==> config.mk <==
export PLATFORM = sky130hd
export DESIGN_NAME = pic_top
export DESIGN_NICKNAME = d
export VERILOG_FILES = /design/src/rtl/pic_pkg.sv /design/src/rtl/pic_sync.sv /design/src/rtl/pic_regfile.sv /design/src/rtl/pic_prio.sv /design/src/rtl/pic_top.sv
export SDC_FILE = /design/constraint.sdc
export NUM_CORES = 1
export LEC_CHECK = 0
export BUFFER_PORTS_ARGS = -buffer_cell sky130_fd_sc_hd__buf_2
export CORE_UTILIZATION = 50
export CTS_BUF_LIST = sky130_fd_sc_hd__clkbuf_2 sky130_fd_sc_hd__clkbuf_4 sky130_fd_sc_hd__clkbuf_8
export DETAILED_ROUTE_END_ITERATION = 16
export PLACE_DENSITY = 0.78
export SKIP_CTS_REPAIR_TIMING = 1
export SLEW_MARGIN = 10
export SYNTH_ARGS = -nofsm -noshare
export SYNTH_HDL_FRONTEND = slang
export SYNTH_SLANG_ARGS = --single-unit
==> constraint.sdc <==
create_clock -name clk -period 6.2 [get_ports clk]
set_input_delay 0 -clock clk [delete_from_list [all_inputs] [get_ports clk]]
set_output_delay 0 -clock clk [all_outputs]
set_load 0.02 [all_outputs]
==> src/rtl/pic_pkg.sv <==
package pic_pkg;
  localparam int DW = 32;
  localparam int AW = 4;
  localparam logic [AW-1:0] ADDR_RAW   = 4'd0;
  localparam logic [AW-1:0] ADDR_EN    = 4'd1;
  localparam logic [AW-1:0] ADDR_ENSET = 4'd2;
  localparam logic [AW-1:0] ADDR_ENCLR = 4'd3;
  localparam logic [AW-1:0] ADDR_STEER = 4'd4;
  localparam logic [AW-1:0] ADDR_IRQST = 4'd5;
  localparam logic [AW-1:0] ADDR_FIQST = 4'd6;
  localparam logic [AW-1:0] ADDR_TOP   = 4'd7;
  localparam logic [AW-1:0] ADDR_GLVL  = 4'd8;
endpackage

==> src/rtl/pic_sync.sv <==
module pic_sync #(
  parameter int W = 8
) (
  input  logic         clk,
  input  logic         rst_n,
  input  logic [W-1:0] d_i,
  output logic [W-1:0] q_o
);
  logic [W-1:0] stage1;

  always_ff @(posedge clk or negedge rst_n) begin
    if (!rst_n) begin
      stage1 <= '0;
      q_o    <= '0;
    end else begin
      stage1 <= d_i;
      q_o    <= stage1;
    end
  end
endmodule

==> src/rtl/pic_regfile.sv <==
module pic_regfile
  import pic_pkg::*;
#(
  parameter int NSRC  = 8,
  parameter int NGRP  = 4,
  parameter int LVL_W = 2
) (
  input  logic               clk,
  input  logic               rst_n,
  input  logic               wr_stb,
  input  logic [AW-1:0]      wr_addr,
  input  logic [DW-1:0]      wr_data,
  output logic [NSRC-1:0]    en_o,
  output logic [NSRC-1:0]    steer_o,
  output logic [NGRP*LVL_W-1:0] lvl_o
);
  localparam int LW = NGRP * LVL_W;

  always_ff @(posedge clk or negedge rst_n) begin
    if (!rst_n) begin
      en_o    <= '0;
      steer_o <= '0;
      lvl_o   <= '0;
    end else if (wr_stb) begin
      case (wr_addr)
        ADDR_ENSET: en_o    <= en_o | wr_data[NSRC-1:0];
        ADDR_ENCLR: en_o    <= en_o & ~wr_data[NSRC-1:0];
        ADDR_STEER: steer_o <= wr_data[NSRC-1:0];
        ADDR_GLVL:  lvl_o   <= wr_data[LW-1:0];
        default: ;
      endcase
    end
  end
endmodule

==> src/rtl/pic_prio.sv <==
module pic_prio #(
  parameter int NSRC  = 8,
  parameter int NGRP  = 4,
  parameter int LVL_W = 2,
  parameter int IDX_W = 3
) (
  input  logic [NSRC-1:0]       pend_i,
  input  logic [NGRP*LVL_W-1:0] lvl_i,
  output logic                  valid_o,
  output logic [IDX_W-1:0]      idx_o
);
  localparam int GSZ = NSRC / NGRP;

  logic [NGRP-1:0] grp_any;

  for (genvar g = 0; g < NGRP; g++) begin : g_any
    assign grp_any[g] = |pend_i[g*GSZ +: GSZ];
  end

  int              best_g;
  logic [LVL_W-1:0] best_lvl;

  always_comb begin
    best_g   = 0;
    best_lvl = '0;
    valid_o  = 1'b0;
    for (int g = 0; g < NGRP; g++) begin
      if (grp_any[g] && (!valid_o || lvl_i[g*LVL_W +: LVL_W] > best_lvl)) begin
        valid_o  = 1'b1;
        best_g   = g;
        best_lvl = lvl_i[g*LVL_W +: LVL_W];
      end
    end
    idx_o = '0;
    for (int i = NSRC - 1; i >= 0; i--) begin
      if (valid_o && (i / GSZ == best_g) && pend_i[i]) idx_o = IDX_W'(i);
    end
  end
endmodule

==> src/rtl/pic_top.sv <==
module pic_top
  import pic_pkg::*;
#(
  parameter int NSRC  = 8,
  parameter int NGRP  = 4,
  parameter int LVL_W = 2
) (
  input  logic            clk,
  input  logic            rst_n,
  input  logic [NSRC-1:0] src_i,
  input  logic            nmi_i,
  input  logic            bus_sel,
  input  logic            bus_wr,
  input  logic [3:0]      bus_addr,
  input  logic [31:0]     bus_wdata,
  output logic [31:0]     bus_rdata,
  output logic            irq_o,
  output logic            fiq_o,
  output logic            nmi_o
);
  localparam int IDX_W = (NSRC > 1) ? $clog2(NSRC) : 1;
  localparam int LW    = NGRP * LVL_W;

  logic [NSRC:0]   sync_q;
  logic [NSRC-1:0] raw, en, steer, pend, irq_stat, fiq_stat;
  logic [LW-1:0]   lvl;
  logic            nmi_s, top_valid;
  logic [IDX_W-1:0] top_idx;

  pic_sync #(.W(NSRC + 1)) u_sync (
    .clk(clk), .rst_n(rst_n), .d_i({nmi_i, src_i}), .q_o(sync_q)
  );
  assign raw   = sync_q[NSRC-1:0];
  assign nmi_s = sync_q[NSRC];

  pic_regfile #(.NSRC(NSRC), .NGRP(NGRP), .LVL_W(LVL_W)) u_regs (
    .clk(clk), .rst_n(rst_n), .wr_stb(bus_sel & bus_wr), .wr_addr(bus_addr),
    .wr_data(bus_wdata), .en_o(en), .steer_o(steer), .lvl_o(lvl)
  );

  assign pend     = raw & en;
  assign irq_stat = pend & ~steer;
  assign fiq_stat = pend & steer;

  pic_prio #(.NSRC(NSRC), .NGRP(NGRP), .LVL_W(LVL_W), .IDX_W(IDX_W)) u_prio (
    .pend_i(pend), .lvl_i(lvl), .valid_o(top_valid), .idx_o(top_idx)
  );

  always_ff @(posedge clk or negedge rst_n) begin
    if (!rst_n) begin
      irq_o <= 1'b0;
      fiq_o <= 1'b0;
      nmi_o <= 1'b0;
    end else begin
      irq_o <= |irq_stat;
      fiq_o <= |fiq_stat;
      nmi_o <= nmi_s;
    end
  end

  always_comb begin
    bus_rdata = '0;
    if (bus_sel && !bus_wr) begin
      case (bus_addr)
        ADDR_RAW:   bus_rdata[NSRC-1:0] = raw;
        ADDR_EN:    bus_rdata[NSRC-1:0] = en;
        ADDR_STEER: bus_rdata[NSRC-1:0] = steer;
        ADDR_IRQST: bus_rdata[NSRC-1:0] = irq_stat;
        ADDR_FIQST: bus_rdata[NSRC-1:0] = fiq_stat;
        ADDR_TOP: begin
          bus_rdata[DW-1]      = top_valid;
          bus_rdata[IDX_W-1:0] = top_idx;
        end
        ADDR_GLVL:  bus_rdata[LW-1:0] = lvl;
        default: ;
      endcase
    end
  end
endmodule

Word level (Yosys, flattened, before mapping) --
Index checks and enable logic that the tools add are counted.
Operators by class: $lt $le $gt $ge 3, equal/unequal tests 11, mux-type cells 24, bitwise operators 8, reductions and logical operators 35
Operators by type and width (count):
- $and A8 B8 Y8 | 4
- $logic_not A32 Y1 | 1
- $pmux W5 S6 | 1
- $mux W3 | 8
- $pmux W3 S7 | 1
- $eq A4 B3 Y1 const B | 4
- $logic_and A1 B1 Y1 | 16
- $not A8 Y8 | 2
- $pmux W8 S2 | 1
- $reduce_or A8 Y1 | 2
- $mux W2 | 5
- $eq A4 B2 Y1 const B | 2
- $mux W8 | 1
- $or A8 B8 Y8 | 1
- $reduce_or A2 Y1 | 4
- $mux W1 | 7
- $gt A2 B2 Y1 | 3
- $reduce_and A2 Y1 | 3
- $eq A2 B2 Y1 const A | 2
- $eq A4 B1 Y1 const B | 1
- $eq A4 B4 Y1 const B | 1
- $logic_not A1 Y1 | 4
- $logic_not A4 Y1 | 1
- $logic_or A1 B1 Y1 | 3
- 3 further kinds | 3
Word-level totals: register bits 45, bits of input ports 49, output and inout port bits 35, word-level logic and storage cells 89

Logic depth before layout (Yosys ltp) --
Gate-level depths: netlist of the first run.
depth in word-level cells 28, gate-level depth with buffers 21, depth with buffers taken out 21

By module --
A second synthesis of the first run with hierarchy kept.
Unflattened totals: cells, all modules 292, area, all modules 2820.2 um^2
Modules (own cells, without submodules):
- pic_top | instances 1, cells each 159, area an instance 1067.3 um^2
- pic_regfile | instances 1, cells each 64, area an instance 945.9 um^2
- pic_sync | instances 1, cells each 18, area an instance 450.4 um^2
- pic_prio | instances 1, cells each 51, area an instance 356.6 um^2

Least setup slack after synthesis of the first run --
No wires, ideal clock.
path type reg2out, start point register with a tool-made name, end point output port bus_rdata[0], arrival time 4.368 ns, setup slack 1.832 ns, cell stages (with the launch flop) 21, path buffers 0, path through dfrtp_1 a22oi_4 nor2b_1 inv_1 ha_1 nor2b_4 o21a_4 nor2_2 a21oi_2 mux2_4 ha_1 nand2_1 o21ai_1 a21oi_2 mux2_2 ha_1 nor2b_1 o21ai_0 o22a_1 a31oi_1 a211oi_1
RTL lines:
- to (decl) | line pic_top.sv:16 | output logic [31:0] bus_rdata,

==> impl_metrics.json, run 1 <==
{
  "grt_use_total": 0.226,
  "rsz0062_at_grt": "no",
  "r2r_end": "irq_o",
  "crit_required_ps": 6200,
  "min_from": "bus_sel",
  "via_per_inst": 5.73,
  "wl_per_cell_um": 15.3,
  "intPower_w": 0.000581,
  "row_count": 26,
  "cp_data_arrival_time_ps": 5050,
  "synth_cell_types": 56,
  "core_um2": 5200,
  "power_density_nw_per_um2": 284,
  "hold_class": "primary input to flip-flop",
  "synth_area_per_cell_um2": 9.61,
  "tns_ps": 0,
  "die_h_um": 76.0,
  "report.power.total_w": 0.000892,
  "power.share.combinational": 0.313,
  "drive_above_1_share": 0.229,
  "drc": 0,
  "die-area_um2": 5780,
  "drtIter0Drc": 201,
  "met1_length_um": 2630,
  "power_frac_seq": 0.437,
  "routed-via-count": 2328,
  "cts_max_level": 2,
  "timing.fmax_ghz": 0.198,
  "synth.most_common_cell": "dfrtp_1",
  "critPathCaptureType": "output pin",
  "whs_endpoint": "u_regs.lvl_o[2]",
  "fin_nets": 390,
  "async_reset_ff_frac": 1.00,
  "cts.sinks": 45,
  "gp_congestion": 0.907,
  "reg2reg_slack_ps": 4660,
  "p_leak_nw": 1.42,
  "netlist.top_cell.by_area": "dfrtp_1",
  "port_buffers": 36,
  "synth_cells": 285,
  "clk_latency_ps": 300,
  "setup-violations-final": 0,
  "drv_slew": 0,
  "period_share": 0.814,
  "synth_seq_area_share": 0.411,
  "synth_edf_count": 0,
  "fillers": 453,
  "dr.pass1.iters": 5,
  "synthFlopType": "dfrtp_1",
  "cp_max_fo": 5,
  "regArea_um2": 1130,
  "hold_path_depth": 4,
  "ys_seq_elements": 45,
  "cts_made_buffers": 5,
  "start_kind": "flip-flop",
  "drv_cap": 0,
  "hpwl_um": 4390,
  "synth_common_cells": "45 x dfrtp_1, 31 x nand2_1, 26 x buf_4",
  "die_w_um": 76.0,
  "power_switching_w": 0.000311,
  "relSlewSlack": 0.356,
  "routed.top_layer": "met4",
  "synth_top_area_frac": 0.411,
  "status": "complete, no violations",
  "clk_pin_slew_ps": 90,
  "grt_pass1_vias": 2189,
  "io_pins": 84,
  "worst_pin_slew_ps": 965,
  "finalClockSkew_ps": 2.14,
  "rr_worst_depth": 3,
  "cts-root-buf": "clkbuf_8",
  "period_needed_ps": 5050,
  "gr-total-overflow": 0,
  "final_antenna_net_count": 0,
  "hold_viol_final": 0,
  "cts_tree": "done",
  "grt_max_degree": 46,
  "start_util": 0.526,
  "ys_top_cells_by_area": "dfrtp_1 41%, buf_4 7.1%, mux2_2 4.9%",
  "clockBufferDepth": 2,
  "wl_met3_um": 483,
  "clockPowerShare": 0.250,
  "swShare": 0.349,
  "routed-wl-met2_um": 2870,
  "antenna_found_initial": 0,
  "syn_area_um2": 2740,
  "synthToLayoutAreaGrowth_pct": 14.7,
  "multi_input_area_um2": 1410,
  "num_antenna_cells": 0,
  "worstSetupPathType": "flip-flop to output pin",
  "max-vdd-ir-drop_mv": 0.202,
  "yosys_warnings": 0,
  "drt_wl_total_um": 6200,
  "grt_pass1_wl_um": 10300
}
[cell usage in the layout (no fill, tap or decap), drive strengths merged, types with 4 or more instances in the layout]
| cell | instances |
|---|---|
| a21oi | 23 |
| a31oi | 12 |
| a32oi | 8 |
| and2 | 5 |
| buf | 36 |
| clkbuf | 5 |
| conb | 23 |
| dfrtp | 45 |
| dlygate4sd3 | 18 |
| ha | 6 |
| inv | 14 |
| mux2 | 15 |
| nand2 | 31 |
| nand3 | 12 |
| nand3b | 4 |
| nor2 | 6 |
| nor2b | 6 |
| nor3 | 6 |
| o21ai | 24 |
| o22ai | 4 |
[worst max-delay path by stage]
stage / startpoint / to / slack (ps)
2_1_floorplan: flip-flop / bus_rdata[0] / 1830
3_3_place_gp: flip-flop / bus_rdata[0] / 1590
3_5_place_dp: flip-flop / bus_rdata[0] / 1510
4_1_cts: flip-flop / bus_rdata[0] / 1160
5_1_grt: flip-flop / bus_rdata[0] / 650
6_report: flip-flop / bus_rdata[0] / 1150
[cell families after synthesis]
| kind of cell | Yosys count | synth area share |
|---|---|---|
| and+or+nand+nor | 86 | 0.184 |
| buffers and inverters | 46 | 0.105 |
| muxes | 17 | 0.0731 |
| other | 1 | 0.00137 |
| DFF | 45 | 0.411 |
| AOI/OAI and AO/OA | 84 | 0.198 |
| adders and majority gates | 6 | 0.0274 |
[routing by layer]
metal / up-vias / track usage
met5: - / 0
met4: 0 / 0.117
met3: 24 / 0.0371
met2: 132 / 0.353
met1: 1079 / 0.303
li1: 1093 / -
[critical path, stage by stage, from the launching register on]
cell and delay (ps):
dfrtp_1 460, a22oi_4 290, nor2b_1 100, inv_1 60, ha_1 230, nor2b_4 140
o21a_4 210, nor2_2 120, a21oi_2 60, mux2_4 320, ha_1 270, nand2_1 60
o21ai_1 120, a21oi_2 250, mux2_2 370, ha_1 280, nor2b_1 130, o21ai_0 430
o22a_1 260, a31oi_1 90, a211oi_1 280, buf_2 220
[layout make-up]
type,instances,share of cell area
Timing Repair Buffer,54,0.115
Inverter,13,0.0155
Clock inverter,3,0.0139
Multi-Input combinational cell,216,0.448
Clock buffer,5,0.0219
Sequential cell,45,0.358
Tap cell,70,0.0279
[power groups by stage]
stage	Sequential, W	Clock [W]	Combinational (W)
after floorplan	0.000382	0	0.000220
after global placement	0.000393	0	0.000260
final	0.000390	0.000223	0.000279
after CTS	0.000389	0.000229	0.000270
after global routing	0.000396	0.000240	0.000315
after detailed placement	0.000394	0	0.000269
[stage by stage]
step | area, um2 | setup WS [ps] | hold WS [ps] | util | cells
6_report | 3140 | 1150 | 201 | 0.604 | 406
5_1_grt | 3140 | 645 | 248 | 0.604 | 406
4_1_cts | 2960 | 1160 | -205 | 0.569 | 388
3_5_place_dp | 2850 | 1510 | 109 | 0.548 | 380
3_3_place_gp | 2850 | 1590 | 108 | 0.548 | 380
2_1_floorplan | 2820 | 1830 | -296 | - | 307
Note: power is estimated with default switching activity, not from simulation.
==> run 2: changes to the inputs <==
clock period = 4.9 ns   (was 6.2 ns; I/O delays follow)
==> run 2 against run 1 <==
Effect of this change:
- first-iteration DRC count is 4.5% higher
- critical path type unchanged
- utilization is 1.3 points higher
- wire length up 5.0%
- highest routed layer unchanged
- largest power group unchanged
- critical path depth unchanged
==> impl_metrics.json, run 2 (same netlist as run 1, synthesis figures left out) <==
{
  "synthToLayoutAreaGrowth_pct": 17.3,
  "period_needed_ps": 4650,
  "clk_pin_slew_ps": 80,
  "swShare": 0.360,
  "die_w_um": 76.0,
  "met1_usage": 0.302,
  "crit_required_ps": 4900,
  "layout.cells.most_common": "dfrtp_1",
  "hpwl_um": 4510,
  "drc": 0,
  "design_area_um2": 3210,
  "power_density_nw_per_um2": 353,
  "cts.sinks": 45,
  "timing.fmax_ghz": 0.215,
  "via_per_inst": 5.81,
  "clk_latency_ps": 300,
  "dr.pass1.iters": 5,
  "cts_max_level": 2,
  "report.power.total_w": 0.00114,
  "grt_pass1_wl_um": 10600,
  "grt_use_total": 0.231,
  "power_switching_w": 0.000409,
  "final_antenna_net_count": 0,
  "drive_above_1_share": 0.271,
  "period_share": 0.948,
  "antenna_found_initial": 0,
  "gr-total-overflow": 0,
  "cp_data_arrival_time_ps": 4650,
  "drt_wl_total_um": 6510,
  "cp_max_fo": 5,
  "start_kind": "flip-flop",
  "fin_util": 0.618,
  "grt_util_met3": 0.0455,
  "die-area_um2": 5780,
  "gp_congestion": 0.907,
  "max-vdd-ir-drop_mv": 0.304,
  "num_antenna_cells": 0,
  "io_pins": 84,
  "layout_common_cells": "42 x dfrtp_1, 35 x buf_2, 31 x nand2_1, 23 x conb_1, 22 x o21ai_0",
  "fin_nets": 397,
  "hold_class": "primary input to flip-flop",
  "drv_slew": 0,
  "core_um2": 5200,
  "power.share.combinational": 0.358,
  "relSlewSlack": 0.343,
  "worstSetupPathType": "flip-flop to output pin",
  "intPower_w": 0.000727,
  "clockPowerShare": 0.210,
  "grt_max_degree": 46,
  "worst_pin_slew_ps": 986,
  "die_h_um": 76.0,
  "cts_tree": "done",
  "power_frac_seq": 0.432,
  "hold_viol_final": 0,
  "critPathCaptureType": "output pin",
  "start_util": 0.526,
  "cts-root-buf": "clkbuf_8",
  "placedInstanceArea_um2": 2860,
  "routed-via-count": 2399,
  "drtIter0Drc": 210,
  "rsz0062_at_grt": "no",
  "row_count": 26,
  "p_leak_nw": 1.45,
  "drv_cap": 0,
  "grtUsageMet2": 0.379,
  "finalClockSkew_ps": 4.44,
  "status": "complete, no violations",
  "cts_made_buffers": 5,
  "setup-violations-final": 0,
  "grt_pass1_vias": 2202,
  "clockBufferDepth": 2,
  "wl_per_cell_um": 15.8,
  "holdWs_ps": 203,
  "port_buffers": 36,
  "gr-max-usage-layer": "met2"
}
run 2: cell types whose count changed in the layout (fill, tap and decap cells not counted), moves of 2 or more:
cell / before / now
dfrtp_1: 45 / 42
o21ai_2: 0 / 2
nor2b_2: 1 / 3
buf_4: 0 / 8
dfrtp_2: 0 / 3
nor2b_1: 4 / 2
run 2: per-layer routing:
metal / vias up / share of wire / wire (um)
met5: - / 0 / 0
met4: 0 / 0.027 / 176
met3: 25 / 0.082 / 536
met2: 147 / 0.47 / 3040
met1: 1123 / 0.42 / 2760
li1: 1104 / - / -
run 2: cell type report:
| cell class | instances | area (um2) |
|---|---|---|
| sequential | 45 | 1130 |
| fill | 468 | 1990 |
| clock inverter | 2 | 13.8 |
| inverter | 13 | 48.8 |
| clock buffer | 6 | 82.6 |
| timing repair buffer | 61 | 415 |
| multi-input combinational | 216 | 1440 |
| tap | 70 | 87.6 |
run 2: worst paths after layout:
| kind | to | depth (start not counted) | from | slack, ps |
|---|---|---|---|---|
| min reg2reg | u_sync.q_o[3] | 0 | u_sync.stage1[3] | 350 |
| max in group asynchronous | asynchronous set/reset pin | 2 | rst_n | 3840 |
| min | u_regs.lvl_o[2] | 4 | bus_sel | 200 |
| max reg2reg | irq_o | 4 | flip-flop | 3350 |
| min in group asynchronous | nmi_o | 2 | rst_n | 390 |
| max | bus_rdata[0] | 21 | u_sync.q_o[0] | 250 |
run 2: power groups by stage:
stage               sequential, W  clock [W]  combinational [W]
finish                   0.000490   0.000239           0.000407
global route             0.000498   0.000263           0.000450
CTS                      0.000489   0.000245           0.000348
detailed placement       0.000497          0           0.000346
global placement         0.000494          0           0.000334
floorplan                0.000484          0           0.000278
run 2: per-stage QoR:
step                      instances  worst slack, ps  setup TNS, ps
after global placement          381              273              0
final                           413              254              0
after floorplan                 307              532              0
after CTS                       389             -110           -143
after detailed placement        381              236              0
after global routing            413             25.3              0
run 2: critical path, cell delays in order (launching register included):
cell	delay, ps
dfrtp_2	420
a22oi_4	240
nor2b_2	80
inv_1	60
ha_1	230
nor2b_4	140
o21a_4	210
nor2_2	120
a21oi_2	70
mux2_4	330
ha_1	280
nand2_1	70
o21ai_2	80
a21oi_4	180
mux2_2	360
ha_1	290
nor2b_2	160
o21ai_2	200
o22a_1	250
a31oi_1	90
a211oi_1	270
buf_2	210
